## src/rtl/dramPkg.sv

```systemverilog
package dramPkg;

  typedef enum logic [3:0] {
    OP_IDLE    = 4'd0,
    OP_READ    = 4'd1,
    OP_BREAD   = 4'd2,
    OP_WRITE   = 4'd3,
    OP_BWRITE  = 4'd4,
    OP_PREAD   = 4'd5,
    OP_PWRITE  = 4'd6,
    OP_ROWOPEN = 4'd7,
    OP_CBR     = 4'd8,
    OP_HIDDEN  = 4'd9
  } dramOp_e;

  typedef enum logic [1:0] {
    ST_IDLE = 2'd0,
    ST_ROW  = 2'd1,
    ST_REF  = 2'd2
  } cycState_e;

  // Strobes from control to the array datapath.
  typedef struct packed {
    logic       rdEn;
    logic       wrEn;
    logic [1:0] laneMask;  // bit 0 = low byte lane, bit 1 = high byte lane
  } arrayStrb_t;

endpackage

```

## src/rtl/dramCtrl.sv

```systemverilog
module dramCtrl
  import dramPkg::*;
#(
  parameter int ADDR_W = 4,
  parameter int REF_W  = 10
) (
  input  logic                  clk,
  input  logic                  rstN,
  input  logic                  rasN,
  input  logic                  ucasN,
  input  logic                  lcasN,
  input  logic                  weN,
  input  logic [ADDR_W-1:0]     addr,
  output arrayStrb_t            strb,
  output logic [2*ADDR_W-1:0]   arrIdx,
  output dramOp_e               opCode,
  output logic [REF_W-1:0]      refreshRow,
  output logic                  errFlag,
  output logic [1:0]            laneDrive
);

  localparam int LANES = 2;

  logic             rasQ;
  logic [LANES-1:0] casQ;
  logic [LANES-1:0] casNow;
  logic [LANES-1:0] casLow;
  logic             rasFall;
  logic             casFallAny;
  cycState_e        state;
  logic [ADDR_W-1:0] rowQ;
  logic             colSeen;
  logic [REF_W-1:0] refCnt;

  assign casNow     = {ucasN, lcasN};
  assign casLow     = ~casNow;
  assign rasFall    = rasQ & ~rasN;
  assign casFallAny = |(casQ & casLow);

  // Column access strobes toward the array.
  always_comb begin
    strb   = '0;
    arrIdx = {rowQ, addr};
    if (state == ST_ROW && !rasN && casFallAny) begin
      strb.laneMask = casLow;
      strb.rdEn     = weN;
      strb.wrEn     = ~weN;
    end
  end

  always_ff @(posedge clk) begin
    if (!rstN) begin
      rasQ       <= 1'b1;
      casQ       <= '1;
      state      <= ST_IDLE;
      rowQ       <= '0;
      colSeen    <= 1'b0;
      refCnt     <= '0;
      opCode     <= OP_IDLE;
      refreshRow <= '0;
      errFlag    <= 1'b0;
      laneDrive  <= '0;
    end else begin
      rasQ    <= rasN;
      casQ    <= casNow;
      opCode  <= OP_IDLE;
      errFlag <= 1'b0;
      for (int l = 0; l < LANES; l++) begin
        if (rasN && casNow[l]) laneDrive[l] <= 1'b0;
      end
      if (rasFall) begin
        if (&casNow) begin
          state      <= ST_ROW;
          rowQ       <= addr;
          colSeen    <= 1'b0;
          opCode     <= OP_ROWOPEN;
          refreshRow <= REF_W'(addr);
        end else if (!weN) begin
          state   <= ST_REF;
          errFlag <= 1'b1;
        end else begin
          state      <= ST_REF;
          refreshRow <= refCnt;
          refCnt     <= refCnt + 1'b1;
          opCode     <= (|laneDrive) ? OP_HIDDEN : OP_CBR;
        end
      end else if (rasN) begin
        state   <= ST_IDLE;
        colSeen <= 1'b0;
      end else if (strb.rdEn || strb.wrEn) begin
        colSeen <= 1'b1;
        if (strb.rdEn) begin
          laneDrive <= casLow;
          opCode    <= colSeen ? OP_PREAD : ((&casLow) ? OP_READ : OP_BREAD);
        end else begin
          laneDrive <= '0;
          opCode    <= colSeen ? OP_PWRITE : ((&casLow) ? OP_WRITE : OP_BWRITE);
        end
      end
    end
  end

endmodule

```

## src/rtl/dramArray.sv

```systemverilog
module dramArray
  import dramPkg::*;
#(
  parameter int ADDR_W = 4,
  parameter int LANE_W = 8
) (
  input  logic                  clk,
  input  arrayStrb_t            strb,
  input  logic [2*ADDR_W-1:0]   idx,
  input  logic [2*LANE_W-1:0]   wrData,
  output logic [2*LANE_W-1:0]   rdData
);

  localparam int DEPTH = 1 << (2 * ADDR_W);
  localparam int LANES = 2;

  for (genvar g = 0; g < LANES; g++) begin : gLane
    logic [LANE_W-1:0] laneMem [DEPTH];
    logic [LANE_W-1:0] laneRd;

    always_ff @(posedge clk) begin
      if (strb.wrEn && strb.laneMask[g]) laneMem[idx] <= wrData[g*LANE_W +: LANE_W];
      if (strb.rdEn && strb.laneMask[g]) laneRd <= laneMem[idx];
    end

    assign rdData[g*LANE_W +: LANE_W] = laneRd;
  end

endmodule

```

## src/rtl/dramStrobeDecoder.sv

```systemverilog
module dramStrobeDecoder
  import dramPkg::*;
#(
  parameter int ADDR_W = 4,
  parameter int LANE_W = 8,
  parameter int REF_W  = 10
) (
  input  logic                  clk,
  input  logic                  rstN,
  input  logic                  rasN,
  input  logic                  ucasN,
  input  logic                  lcasN,
  input  logic                  weN,
  input  logic                  oeN,
  input  logic [ADDR_W-1:0]     addr,
  input  logic [2*LANE_W-1:0]   dataIn,
  output logic [2*LANE_W-1:0]   dataOut,
  output logic [1:0]            dataOe,
  output logic [3:0]            opCode,
  output logic [REF_W-1:0]      refreshRow,
  output logic                  errFlag
);

  arrayStrb_t            ctrlStrb;
  logic [2*ADDR_W-1:0]   arrIdx;
  dramOp_e               opEvt;
  logic [1:0]            laneDrive;

  dramCtrl #(.ADDR_W(ADDR_W), .REF_W(REF_W)) uCtrl (
    .clk        (clk),
    .rstN       (rstN),
    .rasN       (rasN),
    .ucasN      (ucasN),
    .lcasN      (lcasN),
    .weN        (weN),
    .addr       (addr),
    .strb       (ctrlStrb),
    .arrIdx     (arrIdx),
    .opCode     (opEvt),
    .refreshRow (refreshRow),
    .errFlag    (errFlag),
    .laneDrive  (laneDrive)
  );

  dramArray #(.ADDR_W(ADDR_W), .LANE_W(LANE_W)) uArray (
    .clk    (clk),
    .strb   (ctrlStrb),
    .idx    (arrIdx),
    .wrData (dataIn),
    .rdData (dataOut)
  );

  assign opCode = opEvt;
  assign dataOe = laneDrive & {2{~oeN}};

endmodule

```

## config.mk

```make
export PLATFORM = sky130hd
export DESIGN_NAME = dramStrobeDecoder
export DESIGN_NICKNAME = d
export VERILOG_FILES = /design/src/rtl/dramPkg.sv /design/src/rtl/dramCtrl.sv /design/src/rtl/dramArray.sv /design/src/rtl/dramStrobeDecoder.sv
export SDC_FILE = /design/constraint.sdc
export NUM_CORES = 2
export LEC_CHECK = 0
export BUFFER_PORTS_ARGS = -buffer_cell sky130_fd_sc_hd__buf_4
export CAP_MARGIN = 30
export CORE_ASPECT_RATIO = 0.75
export CORE_MARGIN = 10
export CORE_UTILIZATION = 35
export CTS_BUF_LIST = sky130_fd_sc_hd__clkbuf_8 sky130_fd_sc_hd__clkbuf_16
export DETAILED_ROUTE_END_ITERATION = 10
export SLEW_MARGIN = 25
export SYNTH_ARGS = -nofsm -noshare
export SYNTH_HDL_FRONTEND = slang
export SYNTH_SLANG_ARGS = --single-unit
```

## constraint.sdc

```tcl
create_clock -name clk -period 3.75 [get_ports clk]
set_input_delay 0 -clock clk [delete_from_list [all_inputs] [get_ports clk]]
set_output_delay 0 -clock clk [all_outputs]
set_load 0.01 [all_outputs]
```

==> summary.md <==
| Metric | Value |
|---|---|
| Initial core utilization | `0.352` |
| Gr usage total | `0.172` |
| Placed cells | `13600` |
| Via count | `80100` |
| Longest Clk Path Bufs | `4` |
| Switching power | `~20 mW` |
| Worst Path Max Fanout | `35` |
| Vias in the first global route | `around 80000` |
| Vias/cell | `5.58` |
| RSZ-0062 raised after global routing | `no` |
| Static leakage | `57.2 nW` |
| Commonest cells after routing, fill and taps aside | `4112 x edfxtp_1, 1024 x mux4_2, 723 x buf_4` |
| Max frequency | `302 MHz` |
| Slew Viols, Final | `0` |
| Sequential Power Share | `0.543` |
| Int Pwr | `73.9 mW` |
| Setup CP Type | `input port to register` |
| Fraction of layout instances using a drive strength above 1 | `0.297` |
| Comb pwr share | `0.047` |
| Count of cell types in the netlist | `36` |
| Clock sinks | `4149` |
| Slew headroom | `0.247` |
| Initial antenna violation count | `36` |
| Setup crit end kind | `register` |
| Placed instance area | `172000 µm²` |
| Async S/R FF share, synth | `0` |
| Hold Violations, Final | `0` |
| H-tree levels | `5` |
| Crit path DAT | `3.98 ns` |
| NumNets Final | `around 8000` |
| WL final | `425 mm` |
| Worst Path Required | `4.41 ns` |
| TritonCTS clock tree | `built` |
| CTS root buffer | `clkbuf_16` |
| Sequential fraction of the synthesis area | `0.785` |
| Setup violators final | `0` |
| Hold Crit Start | `addr[0]` |
| Global-route wire length before repair | `605 mm` |
| Clk_lat worst skew | `0.95 ns` |
| Worst R2R Setup Slack | `0.44 ns` |
| Top Ports | `60` |
| Setup crit start | `addr[1]` |
| #FFs+latches synth | `4149` |
| Die Y | `602 µm` |
| PwrDens | `~510 nW/µm²` |
| Die width | `796 µm` |
| Max Clock Skew | `0.0782 ns` |
| RR Startpoint | `uCtrl.rowQ[1]` |
| Final ANT Viol Nets | `0` |
| Main synth FF type | `edfxtp_1` |
| Worst-Margin Slew | `about 1.1 ns` |
| Peak supply drop | `approximately 0.00036 V` |
| Synth Area per Inst | `~22 µm²` |
| Tcrit/Tclk final | `0.884` |
| GP Congestion | `0.815` |
| Post-CTS setup buffer count | `0` |
| DR WL/cell | `~30 µm` |
| Post-CTS Resized | `0` |
| Synth warnings | `0` |
| Min-Delay Path Class | `input port to register` |
| Core area | `450000 µm²` |
| Commonest non-fill, non-tap cell in the layout | `edfxtp_1` |
| Min Clock Period, post-route | `3.32 ns` |
| Rows | `213` |
| Switching portion of total power | `0.213` |
| Final Cell Area | `approximately 180000 µm²` |
| Status | `completed` |
| Initial drt markers | `11800` |
| Die ar. | `around 480000 µm²` |
| Reg clk slew, reported paths | `0.06 ns` |
| Post-route insts no fill | `between 10000 and 15000` |
| Clock share of power | `0.410` |
| Gr ovfl total | `0` |
| Pre-antenna DRT Iters | `6` |
| MaxCap Viol Count | `0` |
| Post-Syn Instances | `7201` |
| DP HPWL | `259 mm` |
| TritonCTS Buffers | `~390` |
| I/O Buffers | `59` |
| Critical path launch point type | `input port` |
| Syn_nets | `7229` |
| Drt drc | `0` |
| Largest net degree at the start of global routing | `133` |
| EDFF count, synth | `about 4000` |
| Syn Std Cell Area | `between 150000 and 200000 µm²` |
| Layout area overhead | `16.6%` |
==> worst paths after layout <==
check                                        end  depth (start not counted)
setup / recovery       uArray.gLane[0].laneRd[5]                          9
hold / removal                     uCtrl.rowQ[0]                          5
hold reg to reg                   uCtrl.state[0]                          2
setup reg to reg  uArray.gLane[0].laneMem[38][6]                          5
==> through the flow <==
step                power (mW)  hold WS [ns]  worst slack (ns)   util  setup TNS [ns]
floorplan                 54.1        0.0464              1.28      -               0
global placement          56.2         0.252            -0.465  0.382           -1.47
detailed placement        56.3         0.252             0.146  0.382               0
CTS                       94.4        0.0117             0.448  0.410               0
global route              96.5        0.0759             0.320  0.410               0
finish                    93.9        0.0858             0.434  0.410               0
==> layout make-up <==
cell class,count,area (µm²)
Clock buffer,400,10000
Fill cell,38800,265000
Timing Repair Buffer,885,8210
Multi-Input combinational cell,2573,32300
Antenna cell,9,22.5
Sequential cell,4149,124000
Tap cell,6020,7530
Clock inverter,308,2220
==> Yosys cell counts, types with 5 or more instances <==
cell	instances	area, µm²
edfxtp_1	4112	123000
mux4_2	1024	23100
nor2_1	529	1990
a22oi_1	512	3840
clkbuf_1	306	1150
a21oi_1	260	1300
buf_2	90	450
o41ai_1	64	561
buf_1	53	199
nand3_1	39	195
dfxtp_1	37	741
nand4_1	23	144
buf_4	22	165
and2_1	21	131
nand2_1	20	75.1
nor2b_1	20	125
mux2i_1	9	90.1
buf_6	8	90.1
nand2b_1	8	50.1
o21ai_0	8	40.0
xnor2_1	8	70.1
a32o_1	6	60.1
and3_1	5	31.3
==> registers in the layout, summed over array words and instances, names as in the netlist <==
name and count:
uCtrl.opCode 4, uArray.gLane.laneRd 16, uCtrl.errFlag 1, uCtrl.colSeen 1, uCtrl.rasQ 1, uCtrl.refreshRow 10
uCtrl.state 2, uCtrl.rowQ 4, uCtrl.refCnt 10, uCtrl.casQ 2, uCtrl.laneDrive 2, uArray.gLane.laneMem 4096
==> critical path: stages <==
cell and delay (ns):
dlygate4sd3_1 0.58, buf_8 0.54, buf_4 0.43, mux4_2 0.38
a22oi_1 0.43, a21oi_1 0.30, o41ai_2 0.79, buf_4 0.26
nand4_1 0.10
==> layer usage <==
| metal | vias to the layer above | part of all wire | global-route usage |
|---|---|---|---|
| met5 | - | 0.000031 | 0 |
| met4 | 2 | 0.022 | 0.0362 |
| met3 | 554 | 0.10 | 0.0358 |
| met2 | 4196 | 0.44 | 0.250 |
| met1 | 43200 | 0.44 | 0.265 |
| li1 | 32200 | - | - |
==> power by group through the flow <==
| stage | clock network (mW) | registers, mW | logic (mW) |
|---|---|---|---|
| after detailed placement | 0 | 52.0 | 4.39 |
| final | 38.5 | 51.0 | 4.42 |
| after global routing | 41.0 | 50.9 | 4.64 |
| after floorplan | 0 | 52.0 | 2.10 |
| after CTS | 39.0 | 51.0 | 4.43 |
| after global placement | 0 | 51.9 | 4.30 |
==> kinds of logic after synthesis <==
family	after synthesis	share of synthesized area
AO/OA/AOI/OAI	857	0.0371
multiplexers	1033	0.146
XOR/XNOR	10	0.000554
buffers and inverters	479	0.0130
adder cells (fa/ha/maj)	1	0.0000791
flip-flops	4149	0.785
AND/OR/NAND/NOR	672	0.0176
==> timing repair <==
action                                  in CTS  in global routing
endpoints found under the hold margin     2992                  0
hold buffers                                33                  0
endpoints found under the setup margin       0                  0
Power figures use the tool's default switching activity.
